==> config.mk <==
export PLATFORM = sky130hd
export DESIGN_NAME = sync_serial_xcvr
export DESIGN_NICKNAME = d
export VERILOG_FILES = /design/src/rtl/ssx_pkg.sv /design/src/rtl/ssx_ctl.sv /design/src/rtl/ssx_dp.sv /design/src/rtl/sync_serial_xcvr.sv
export SDC_FILE = /design/constraint.sdc
export NUM_CORES = 1
export LEC_CHECK = 0
export ABC_AREA = 1
export BUFFER_PORTS_ARGS = -buffer_cell sky130_fd_sc_hd__buf_2
export CAP_MARGIN = 20
export CORE_MARGIN = 8
export CORE_UTILIZATION = 25
export CTS_CLUSTER_SIZE = 25
export DETAILED_ROUTE_END_ITERATION = 10
export MAX_ROUTING_LAYER = met4
export RECOVER_POWER = 50
export SLEW_MARGIN = 40
export SYNTH_ARGS = -nofsm -noshare
export SYNTH_HDL_FRONTEND = slang
export SYNTH_SLANG_ARGS = --single-unit
==> constraint.sdc <==
create_clock -name clk -period 2.4 [get_ports clk]
set_input_delay 0.24 -clock clk [delete_from_list [all_inputs] [get_ports clk]]
set_output_delay 0.24 -clock clk [all_outputs]
set_load 0.005 [all_outputs]
==> src/rtl/ssx_pkg.sv <==
package ssx_pkg;
  localparam int ADDR_W = 3;
  localparam logic [ADDR_W-1:0] REG_TXBUF = 3'd0;
  localparam logic [ADDR_W-1:0] REG_RXBUF = 3'd1;
  localparam logic [ADDR_W-1:0] REG_MODE  = 3'd2;
  localparam logic [ADDR_W-1:0] REG_FLAGS = 3'd3;
  localparam logic [ADDR_W-1:0] REG_BAUD  = 3'd4;

  localparam int NUM_FLAGS = 3;
  localparam int FLAG_TXE  = 0;
  localparam int FLAG_RXF  = 1;
  localparam int FLAG_OVR  = 2;

  typedef struct packed {
    logic start;
    logic loadTx;
    logic abort;
  } ssxStrobe_t;
endpackage

==> src/rtl/ssx_ctl.sv <==
module ssx_ctl
  import ssx_pkg::*;
#(
  parameter int DATA_W    = 8,
  parameter int DIV_W     = 8,
  parameter int DIV_RESET = 3
) (
  input  logic                  clk,
  input  logic                  rst,
  input  logic                  wrEn,
  input  logic                  rdEn,
  input  logic [ADDR_W-1:0]     addr,
  input  logic [DATA_W-1:0]     wrData,
  output logic [DATA_W-1:0]     rdData,
  input  logic                  dpBusy,
  input  logic                  dpDone,
  input  logic [DATA_W-1:0]     dpRxByte,
  output ssxStrobe_t            strobe,
  output logic [DATA_W-1:0]     txByte,
  output logic [DIV_W-1:0]      divider,
  output logic                  txIrq,
  output logic                  rxIrq,
  output logic                  txEn,
  output logic                  rxEn,
  output logic [NUM_FLAGS-1:0]  flags,
  output logic [DATA_W-1:0]     rxHold
);
  localparam logic [NUM_FLAGS-1:0] FLAG_INIT = NUM_FLAGS'(1 << FLAG_TXE);

  logic                 te, re;
  logic [NUM_FLAGS-1:0] flag, flagD, armed;
  logic [NUM_FLAGS-1:0] setF, clrF;
  logic [DATA_W-1:0]    tdr, rdr;
  logic [DIV_W-1:0]     divReg;
  logic                 modeWr, modeAcc, newTe, newRe, flagWr, flagRd;
  logic                 startC, abortC, rxTake;

  always_comb begin
    modeWr  = wrEn && (addr == REG_MODE);
    newTe   = wrData[0];
    newRe   = wrData[1];
    // going from exactly one enable to both is refused
    modeAcc = modeWr && !(newTe && newRe && (te ^ re));
    abortC  = modeAcc && dpBusy && ((te && !newTe) || (re && !newRe));
    startC  = !dpBusy && !dpDone && !flag[FLAG_OVR] && !modeWr &&
              ((te && !flag[FLAG_TXE]) || (!te && re));
    rxTake  = dpDone && re;
    flagWr  = wrEn && (addr == REG_FLAGS);
    flagRd  = rdEn && (addr == REG_FLAGS);
    for (int i = 0; i < NUM_FLAGS; i++) begin
      clrF[i] = flagWr && !wrData[i] && armed[i] && flag[i];
    end
    setF             = '0;
    setF[FLAG_TXE]   = (modeAcc && !newTe) || (startC && te);
    setF[FLAG_RXF]   = rxTake && !flag[FLAG_RXF];
    setF[FLAG_OVR]   = rxTake && flag[FLAG_RXF];
  end

  always_ff @(posedge clk) begin
    if (rst) begin
      te     <= 1'b0;
      re     <= 1'b0;
      flag   <= FLAG_INIT;
      flagD  <= FLAG_INIT;
      armed  <= '0;
      tdr    <= '0;
      rdr    <= '0;
      divReg <= DIV_W'(DIV_RESET);
    end else begin
      if (modeAcc) begin
        te <= newTe;
        re <= newRe;
      end
      if (wrEn && (addr == REG_TXBUF)) tdr <= wrData;
      if (wrEn && (addr == REG_BAUD))  divReg <= wrData[DIV_W-1:0];
      if (rxTake && !flag[FLAG_RXF])   rdr <= dpRxByte;
      flag  <= setF | (flag & ~clrF);
      flagD <= flag;
      for (int i = 0; i < NUM_FLAGS; i++) begin
        if (clrF[i])                 armed[i] <= 1'b0;
        else if (flagRd && flag[i])  armed[i] <= 1'b1;
      end
    end
  end

  always_comb begin
    rdData = '0;
    case (addr)
      REG_TXBUF: rdData = tdr;
      REG_RXBUF: rdData = rdr;
      REG_MODE:  rdData[1:0] = {re, te};
      REG_FLAGS: rdData[NUM_FLAGS-1:0] = flag;
      REG_BAUD:  rdData[DIV_W-1:0] = divReg;
      default:   rdData = '0;
    endcase
  end

  assign strobe.start  = startC;
  assign strobe.loadTx = te;
  assign strobe.abort  = abortC;
  assign txByte  = tdr;
  assign divider = divReg;
  assign txIrq   = flag[FLAG_TXE] & ~flagD[FLAG_TXE];
  assign rxIrq   = flag[FLAG_RXF] & ~flagD[FLAG_RXF];
  assign txEn    = te;
  assign rxEn    = re;
  assign flags   = flag;
  assign rxHold  = rdr;
endmodule

==> src/rtl/ssx_dp.sv <==
module ssx_dp
  import ssx_pkg::*;
#(
  parameter int DATA_W = 8,
  parameter int DIV_W  = 8
) (
  input  logic              clk,
  input  logic              rst,
  input  ssxStrobe_t        strobe,
  input  logic [DATA_W-1:0] txByte,
  input  logic [DIV_W-1:0]  divider,
  input  logic              rxd,
  output logic              sck,
  output logic              txd,
  output logic              busy,
  output logic              done,
  output logic [DATA_W-1:0] rxByte
);
  localparam int HALVES = 2 * DATA_W;
  localparam int HW     = $clog2(HALVES);
  localparam logic [HW-1:0] LAST_HALF = HW'(HALVES - 1);

  logic [HW-1:0]     halfIdx;
  logic [DIV_W-1:0]  divCnt;
  logic [DATA_W-1:0] txSh, rxSh;

  always_ff @(posedge clk) begin
    if (rst) begin
      sck     <= 1'b1;
      txd     <= 1'b1;
      busy    <= 1'b0;
      done    <= 1'b0;
      halfIdx <= '0;
      divCnt  <= '0;
      txSh    <= '1;
      rxSh    <= '0;
    end else begin
      done <= 1'b0;
      if (strobe.abort) begin
        busy    <= 1'b0;
        sck     <= 1'b1;
        halfIdx <= '0;
        divCnt  <= '0;
      end else if (strobe.start) begin
        busy    <= 1'b1;
        sck     <= 1'b0;
        halfIdx <= '0;
        divCnt  <= '0;
        txd     <= strobe.loadTx ? txByte[0] : 1'b1;
        txSh    <= strobe.loadTx ? {1'b1, txByte[DATA_W-1:1]} : '1;
      end else if (busy) begin
        if (divCnt == divider) begin
          divCnt  <= '0;
          halfIdx <= halfIdx + 1'b1;
          if (!halfIdx[0]) begin
            sck  <= 1'b1;
            rxSh <= {rxd, rxSh[DATA_W-1:1]};
          end else if (halfIdx == LAST_HALF) begin
            busy <= 1'b0;
            done <= 1'b1;
          end else begin
            sck  <= 1'b0;
            txd  <= txSh[0];
            txSh <= {1'b1, txSh[DATA_W-1:1]};
          end
        end else begin
          divCnt <= divCnt + 1'b1;
        end
      end
    end
  end

  assign rxByte = rxSh;
endmodule

==> src/rtl/sync_serial_xcvr.sv <==
module sync_serial_xcvr
  import ssx_pkg::*;
#(
  parameter int DATA_W    = 8,
  parameter int DIV_W     = 8,
  parameter int DIV_RESET = 3
) (
  input  logic              clk,
  input  logic              rst,
  input  logic              wrEn,
  input  logic              rdEn,
  input  logic [2:0]        addr,
  input  logic [DATA_W-1:0] wrData,
  output logic [DATA_W-1:0] rdData,
  output logic              sck,
  output logic              txd,
  input  logic              rxd,
  output logic              txIrq,
  output logic              rxIrq
);
  ssxStrobe_t           strobe;
  logic [DATA_W-1:0]    txByte, rxByte, rxHold;
  logic [DIV_W-1:0]     divider;
  logic                 dpBusy, dpDone;
  logic                 ctlTxEn, ctlRxEn;
  logic [NUM_FLAGS-1:0] flagBits;

  ssx_ctl #(.DATA_W(DATA_W), .DIV_W(DIV_W), .DIV_RESET(DIV_RESET)) u_ctl (
    .clk(clk), .rst(rst), .wrEn(wrEn), .rdEn(rdEn), .addr(addr),
    .wrData(wrData), .rdData(rdData), .dpBusy(dpBusy), .dpDone(dpDone),
    .dpRxByte(rxByte), .strobe(strobe), .txByte(txByte), .divider(divider),
    .txIrq(txIrq), .rxIrq(rxIrq), .txEn(ctlTxEn), .rxEn(ctlRxEn),
    .flags(flagBits), .rxHold(rxHold)
  );

  ssx_dp #(.DATA_W(DATA_W), .DIV_W(DIV_W)) u_dp (
    .clk(clk), .rst(rst), .strobe(strobe), .txByte(txByte),
    .divider(divider), .rxd(rxd), .sck(sck), .txd(txd), .busy(dpBusy),
    .done(dpDone), .rxByte(rxByte)
  );
endmodule

==> results of run 1 <==
[cell families (layout without fill, tap and decap cells)]
family / count (synthesis) / count (layout) / share of synthesized area
XOR/XNOR: 6 / 6 / 0.01749
AO/OA/AOI/OAI: 90 / 90 / 0.1644
adder cells (fa/ha/maj): 2 / 2 / 0.008325
AND/OR/NAND/NOR: 199 / 199 / 0.2823
buffers and inverters: 67 / 101 / 0.09450
flip-flops: 65 / 65 / 0.4330
[per-stage QoR]
step | total power, mW | hold WS [ns] | utilization | instance area, um^2 | instances
6_report | 2.560 | 0.1439 | 0.3001 | 3560 | 610
5_1_grt | 2.676 | 0.1757 | 0.3001 | 3560 | 610
4_1_cts | 2.596 | 0.1409 | 0.3013 | 3573 | 610
3_5_place_dp | 1.295 | 0.4489 | 0.2763 | 3277 | 595
3_3_place_gp | 1.293 | 0.4411 | 0.2763 | 3277 | 595
2_1_floorplan | 1.242 | 0.3091 | - | 3005 | 429
[flip-flops by register name (all words and copies together) (netlist names)]
name,cells
u_ctl.divider,8
u_ctl.rxHold,8
u_ctl.txByte,8
u_dp.divCnt,8
u_dp.rxByte,8
u_dp.txSh,7
u_dp.halfIdx,4
u_ctl.armed,3
u_ctl.flags,3
u_ctl.flagD,2
u_ctl.rxEn,1
u_ctl.txEn,1
u_dp.busy,1
u_dp.done,1
u_dp.sck,1
u_dp.txd,1
[layout by cell type (no fill, tap or decap), drive strengths merged]
master  instances
a21oi          36
a221oi          2
a31oi           3
buf            22
bufinv          1
clkbuf         21
clkinv          3
dfxtp          65
ha              2
inv            54
nand2         105
nand3          29
nand4           4
nor2           56
nor3            5
o211ai          3
o21ai          39
o221ai          5
o22ai           2
xnor2           1
xor2            5
[per-layer routing]
metal,share of wire,global-route usage,vias up
met3,0.050,0.04051,10
met2,0.47,0.1526,59
met4,0.0089,0.02436,0
met5,0,-,-
li1,-,-,1448
met1,0.47,0.1186,1279
[worst max-delay path by stage]
stage | cells after the start | end | from
after floorplan | 11 | u_dp.txSh[0]$_SDFFE_PP1P_ | u_dp.busy$_SDFF_PP0_
final | 7 | rdData[1] | addr[1]
after CTS | 10 | u_dp.txSh[1]$_SDFFE_PP1P_ | u_dp.busy$_SDFF_PP0_
after detailed placement | 10 | u_dp.txSh[1]$_SDFFE_PP1P_ | u_dp.busy$_SDFF_PP0_
after global placement | 7 | rdData[1] | addr[1]
after global routing | 5 | u_ctl.flags[1]$_SDFF_PP0_ | rst
[worst max-delay path, delay by kind of cell]
kind,cells,cell delay [ns]
compound gates,2,0.52
buf+inv,3,0.50
simple gates,2,0.31
[area by class of cell]
| cell class | instances | area [um^2] | area share |
|---|---|---|---|
| clock buffer | 12 | 256.5 | 0.07206 |
| clock inverter | 3 | 40.04 | 0.01125 |
| inverter | 55 | 206.4 | 0.05800 |
| multi-input combinational | 297 | 1420 | 0.3989 |
| sequential | 65 | 1301 | 0.3656 |
| tap | 147 | 183.9 | 0.05167 |
| timing repair buffer | 31 | 151.4 | 0.04253 |
[power groups by stage]
stage          clock, mW  combinational [mW]  sequential, mW
3_5_place_dp           0               0.159            1.14
2_1_floorplan          0               0.112            1.13
3_3_place_gp           0               0.157            1.14
4_1_cts             1.32               0.160            1.11
6_report            1.29               0.157            1.11
5_1_grt             1.38               0.180            1.12
==> flow_summary.rst, run 1 <==
.. list-table::
   :header-rows: 1

   * - Metric
     - Value
   * - Via count
     - 2,796
   * - Slew Viols, Final
     - 0
   * - Hold Path Cell Cnt
     - 3
   * - Setup_tns
     - 0 ns
   * - Placement row count
     - 40
   * - Most area-hungry cell type in the Yosys netlist
     - sky130_fd_sc_hd__dfxtp_1
   * - Leak
     - 1.598 nW
   * - Final number of setup-violating endpoints
     - 0
   * - Clock buffers created by TritonCTS
     - 9
   * - Power density relative to cell area
     - 719.1 nW/um^2
   * - Worst R2R Path Depth
     - 10
   * - Hold violation count in the final report
     - 0
   * - Power spent charging and discharging nets
     - 0.5617 mW
   * - Unrepaired setup endpoints after global routing
     - no
   * - Switching fraction of total power
     - 0.2194
   * - Core area
     - 11,860 um^2
   * - Hold Crit Start
     - rxd
   * - Number of fillers in the final layout
     - 1,255
   * - Initial antenna violation count
     - 0
   * - CP max-delay cell
     - sky130_fd_sc_hd__a221oi_1
   * - Num Clock Sinks
     - 65
   * - Synth-to-layout area growth
     - 18.44%
   * - Ys flop type
     - sky130_fd_sc_hd__dfxtp_1
   * - Area share of the leading cell type in the synthesized netlist
     - 0.4330
   * - Worst Hold End
     - u_dp.rxByte[7]$_SDFFE_PP0P_
   * - Data required time at the worst endpoint
     - 2.16 ns
   * - Proportion of power drawn by combinational gates
     - 0.061
   * - Max IR drop VDD
     - 0.0003151 V
   * - Synthesized instance count
     - 429
   * - Ranking of synthesized cells by instance count
     - sky130_fd_sc_hd__nand2_1, sky130_fd_sc_hd__dfxtp_1, sky130_fd_sc_hd__nor2_1
   * - Iteration-0 DRC count of the detailed router
     - 180
   * - Final worst path period share
     - 0.7550
   * - Number of warnings reported in the yosys synthesis log
     - 0
   * - Post-CTS Repair Setup Buffers
     - 0
   * - Die Span X
     - 125.6 um
   * - Maximum number of pins on one net before global-route repair
     - 29
   * - Clock latency on the worst-skew pair
     - 0.32 ns
   * - Post-detailed-placement half-perimeter wirelength
     - 5.721 mm
   * - End of the worst register-to-register path
     - u_dp.txSh[6]$_SDFFE_PP1P_
   * - Pre-CTS worst setup slack
     - 0.6683 ns
   * - Critical path capture point type
     - output port
   * - Leading post-synthesis cells by cell area
     - sky130_fd_sc_hd__dfxtp_1, sky130_fd_sc_hd__nand2_1, sky130_fd_sc_hd__nor2_1
   * - Last weighted congestion value of the routability-driven placer
     - 0.8156
   * - Max Buffers Root-to-Sink
     - 2
   * - Antenna cells
     - 0
   * - Register-to-register path setup slack
     - 0.63 ns
   * - Status
     - completed
   * - Slew Limit Headroom
     - 0.2826
   * - Register bit count reported by yosys
     - 65
   * - Final Worst Setup Slack
     - 0.5879 ns
   * - Share of synthesized flip-flops with an asynchronous set or reset
     - 0
   * - Average vias per placed instance
     - 4.584
   * - Most frequently used cell type in the post-synthesis netlist
     - sky130_fd_sc_hd__nand2_1
   * - DR WL/cell
     - 11.98 um
   * - Worst reg2reg path startpoint
     - u_dp.busy$_SDFF_PP0_
   * - Shortest clock period the worst path allows after layout
     - 1.812 ns
   * - Clk network pwr share
     - 0.503
   * - Aggregate routed wire length
     - 7.310 mm
   * - Remaining number of nets flagged by the antenna check after routing
     - 0
   * - Number of cells upsized or downsized after cts
     - 0
   * - Sequential Power Share
     - 0.435
   * - Kind of critical path
     - primary input to output port
   * - Worst path cell trace
     - clkbuf_1 -> nor2_1 -> nand2_1 -> inv_1 -> a221oi_1 -> o21ai_0 -> buf_2
   * - Vertical die dimension
     - 125.6 um
   * - Nets
     - 477
   * - GRT Resource Usage Total
     - 0.09932
   * - Cell Int Power
     - 1.998 mW
   * - Largest stage delay, worst path
     - 0.36 ns
   * - Top-level port count
     - 28
   * - Sequential fraction of the synthesis area
     - 0.4330
   * - Setup clock skew after layout
     - 0.003737 ns
   * - Net count after synthesis
     - 447
   * - Startpoint type of the worst setup path
     - primary input
   * - Signal arrival time at the worst endpoint
     - 1.57 ns
   * - Port Buffer Count
     - 27
   * - Post-Syn Area per Cell
     - 7.006 um^2
   * - Max Fclk
     - 551.8 MHz
   * - Initial Util
     - 0.2534
   * - Die area
     - 15,790 um^2
   * - TritonCTS clock tree
     - yes
   * - Reg clk slew, reported paths
     - 0.05 ns
   * - Remaining routing DRC violations
     - 0
   * - Number of hold-repair buffers added at the cts stage
     - 0
   * - Wire length of the first global-routing pass
     - 12.70 mm
   * - Initial DRT Pass Iterations
     - 4
   * - Post-synthesis cell area
     - 3005 um^2
   * - Hold Path Class
     - primary input to register
   * - Clock root buffer master
     - sky130_fd_sc_hd__clkbuf_16
   * - Max Cap Viol
     - 0
   * - Proportion of layout cells with a drive suffix above 1
     - 0.1015
   * - H-tree lvl count
     - 3
   * - Slew at the pin closest to its max-slew limit
     - 1.076 ns
   * - Total congestion overflow after global routing
     - 0
   * - Via count of the first global-routing pass
     - 2,722
   * - Post-synth cell types
     - 28
   * - Number of enable-type register cells in the synthesized netlist
     - 0
   * - Highest net fanout along the worst path
     - 7
Power figures use the tool's default switching activity.
==> run 2: changes to the inputs <==
Clock period 2.4 ns to 1.5 ns, I/O delays scaled along.
==> run 2 against run 1 <==
The run now ends with setup timing left. Register-to-register slack got worse by 0.73 ns. Global-route usage up 0.92 points. Cell count is 7.0% higher. Non-clock buffer count increased by 42. Largest power group unchanged. Highest routed layer unchanged.
==> flow_summary.rst, run 2 (same netlist as run 1, synthesis figures left out) <==
.. list-table::
   :header-rows: 1

   * - Metric
     - Value
   * - Status
     - finished, violations left
   * - Violated checks
     - setup timing
   * - Startpoint type of the worst setup path
     - register
   * - Reg clk slew, reported paths
     - 0.06 ns (about the same)
   * - Last weighted congestion value of the routability-driven placer
     - 0.8591 (+5.3%)
   * - Worst R2R Path Depth
     - 9 (-1)
   * - Unrepaired setup endpoints after global routing
     - yes
   * - Pre-CTS worst setup slack
     - -0.02451 ns (-0.6928 ns)
   * - Num Clock Sinks
     - 65 (unchanged)
   * - Kind of critical path
     - register to register
   * - DR WL/cell
     - 13.39 um (+12%)
   * - Final worst path period share
     - 1.066
   * - Remaining routing DRC violations
     - 0 (unchanged)
   * - Placement row count
     - 40 (unchanged)
   * - Register-to-register path setup slack
     - -0.1 ns (-0.73 ns)
   * - Signal arrival time at the worst endpoint
     - 1.81 ns (+0.24 ns)
   * - Hold Path Class
     - primary input to register
   * - Via count
     - 3,043 (+8.8%)
   * - Aggregate routed wire length
     - 8.743 mm (+20%)
   * - Clock buffers created by TritonCTS
     - 9 (unchanged)
   * - Max Buffers Root-to-Sink
     - 2 (unchanged)
   * - Power after layout
     - 4.245 mW (+66%)
   * - Via count of the first global-routing pass
     - 2,874 (+5.6%)
   * - Average vias per placed instance
     - 4.660 (+1.7%)
   * - Most common library cell in the layout ignoring fill and taps
     - sky130_fd_sc_hd__nand2_1
   * - Slew at the pin closest to its max-slew limit
     - 0.5116 ns (-0.5646 ns)
   * - Clock root buffer master
     - sky130_fd_sc_hd__clkbuf_16
   * - Total congestion overflow after global routing
     - 0 (unchanged)
   * - Data required time at the worst endpoint
     - 1.72 ns (-0.44 ns)
   * - Slew Limit Headroom
     - 0.6581 (+0.3755)
   * - Commonest non-fill, non-tap cells in the layout
     - sky130_fd_sc_hd__nand2_1, sky130_fd_sc_hd__dfxtp_1, sky130_fd_sc_hd__inv_1
   * - Port Buffer Count
     - 27 (unchanged)
   * - Die Span X
     - 125.6 um (unchanged)
   * - Hold Path Cell Cnt
     - 2 (-1)
   * - Initial Util
     - 0.2534 (unchanged)
   * - Max Cap Viol
     - 0 (unchanged)
   * - Final Worst Setup Slack
     - -0.09861 ns (-0.6865 ns)
   * - Proportion of layout cells with a drive suffix above 1
     - 0.3083 (+0.2068)
   * - Antenna cells
     - 0 (unchanged)
   * - Synth-to-layout area growth
     - 40.05%
   * - GRT Resource Usage Total
     - 0.1085 (+0.009168)
   * - Nets
     - 520 (+9.0%)
   * - End of the worst register-to-register path
     - u_dp.txSh[2]$_SDFFE_PP1P_
   * - TritonCTS clock tree
     - yes
   * - Remaining number of nets flagged by the antenna check after routing
     - 0 (unchanged)
   * - Post-Route Utilization
     - 0.3549 (+0.05475)
   * - Maximum number of pins on one net before global-route repair
     - 32 (+10%)
   * - Hold Crit Start
     - rst
   * - Initial antenna violation count
     - 0 (unchanged)
   * - Shortest clock period the worst path allows after layout
     - 1.599 ns
   * - Worst Hold End
     - u_ctl.flagD[1]$_SDFF_PP0_
   * - Slew Viols, Final
     - 0 (unchanged)
   * - Final number of setup-violating endpoints
     - 11 (+11)
   * - Initial DRT Pass Iterations
     - 4 (unchanged)
   * - Max Fclk
     - 625.5 MHz
   * - Hold violation count in the final report
     - 0 (unchanged)
   * - Top-level port count
     - 28 (unchanged)
   * - H-tree lvl count
     - 3 (unchanged)
   * - Leak
     - 1.862 nW (+17%)
   * - Clock latency on the worst-skew pair
     - 0.33 ns (about the same)
   * - Power density relative to cell area
     - 1009 nW/um^2 (+40%)
   * - Core area
     - 11,860 um^2 (unchanged)
   * - Highest net fanout along the worst path
     - 9 (+2)
   * - Worst reg2reg path startpoint
     - u_ctl.txEn$_SDFFE_PP0N_
   * - Post-detailed-placement half-perimeter wirelength
     - 6.080 mm (+6.3%)
   * - Die area
     - 15,790 um^2 (unchanged)
   * - Setup clock skew after layout
     - 0.007808 ns (+0.004071 ns)
   * - Critical path capture point type
     - register
   * - Wire length of the first global-routing pass
     - 13.61 mm (+7.2%)
   * - Vertical die dimension
     - 125.6 um (unchanged)
   * - Max IR drop VDD
     - 0.0005698 V (+81%)
   * - Iteration-0 DRC count of the detailed router
     - 222 (+23%)
run 2: cell types whose count changed in the layout (fill, tap and decap cells not counted), sizes merged:
| cell | change |
|---|---|
| buf | +46 |
| nand4 | +1 |
| clkbuf | -4 |
run 2: where the power goes:
part / switching [mW] / internal (mW)
clock: 0.729 / 1.36
combinational: 0.232 / 0.142
sequential: 0.0215 / 1.76
total: 0.983 / 3.26
run 2: worst max-delay path by stage:
stage                           startpoint  depth (start not counted)  slack [ns]                          end
3_3_place_gp       u_ctl.rxEn$_SDFFE_PP0N_                          8       0.007  u_dp.rxByte[1]$_SDFFE_PP0P_
2_1_floorplan         u_dp.busy$_SDFF_PP0_                         11        0.08    u_dp.txSh[0]$_SDFFE_PP1P_
4_1_cts        u_dp.divCnt[1]$_SDFFE_PP0P_                         10       -0.02  u_dp.rxByte[6]$_SDFFE_PP0P_
5_1_grt            u_ctl.txEn$_SDFFE_PP0N_                          9       -0.20    u_dp.txSh[2]$_SDFFE_PP1P_
6_report           u_ctl.txEn$_SDFFE_PP0N_                          9        -0.1    u_dp.txSh[2]$_SDFFE_PP1P_
3_5_place_dp       u_ctl.txEn$_SDFFE_PP0N_                          9       -0.02  u_dp.rxByte[6]$_SDFFE_PP0P_
run 2: through the flow:
stage / TNS, ns / std cells / hold WS [ns] / instance area [um^2]
5_1_grt: -3.944 / 653 / 0.05452 / 4209
6_report: -0.6034 / 653 / 0.05060 / 4209
3_5_place_dp: -0.06072 / 624 / 0.3884 / 3507
2_1_floorplan: 0 / 429 / 0.2191 / 3005
3_3_place_gp: 0 / 624 / 0.3731 / 3507
4_1_cts: -0.04738 / 645 / 0.04277 / 3925
run 2: per-layer routing:
layer / GRT usage / part of all wire / up-vias
met2: 0.1736 / 0.49 / 54
li1: - / - / 1541
met4: 0.02865 / 0.011 / 0
met3: 0.02911 / 0.029 / 9
met5: - / 0 / -
met1: 0.1324 / 0.47 / 1439
run 2: area by class of cell:
cell class / instances / area, um^2
Tap cell: 147 / 183.9
Clock buffer: 12 / 256.5
Multi-Input combinational cell: 298 / 1695
Fill cell: 1197 / 7652
Sequential cell: 65 / 1314
Timing Repair Buffer: 73 / 510.5
Clock inverter: 3 / 40.04
Inverter: 55 / 209.0
run 2: what timing repair did:
item                       in CTS  in global routing
gates cloned                    1                  0
hold buffers                    0                  0
pin swaps                       9                 20
setup endpoints to repair      14                 34
setup buffers                   5                  8
hold endpoints to repair        0                  0
gates resized for setup        23                 68
run 2: critical path, cell delays in order (launching register included):
cell and delay, ns:
sky130_fd_sc_hd__dfxtp_1 0.41, sky130_fd_sc_hd__o21ai_0 0.14, sky130_fd_sc_hd__nor2_2 0.17, sky130_fd_sc_hd__nand2_1 0.13, sky130_fd_sc_hd__o21ai_1 0.10, sky130_fd_sc_hd__nand2_1 0.07, sky130_fd_sc_hd__inv_2 0.18, sky130_fd_sc_hd__nand2_8 0.12
sky130_fd_sc_hd__nand2_2 0.09, sky130_fd_sc_hd__nand3_2 0.07
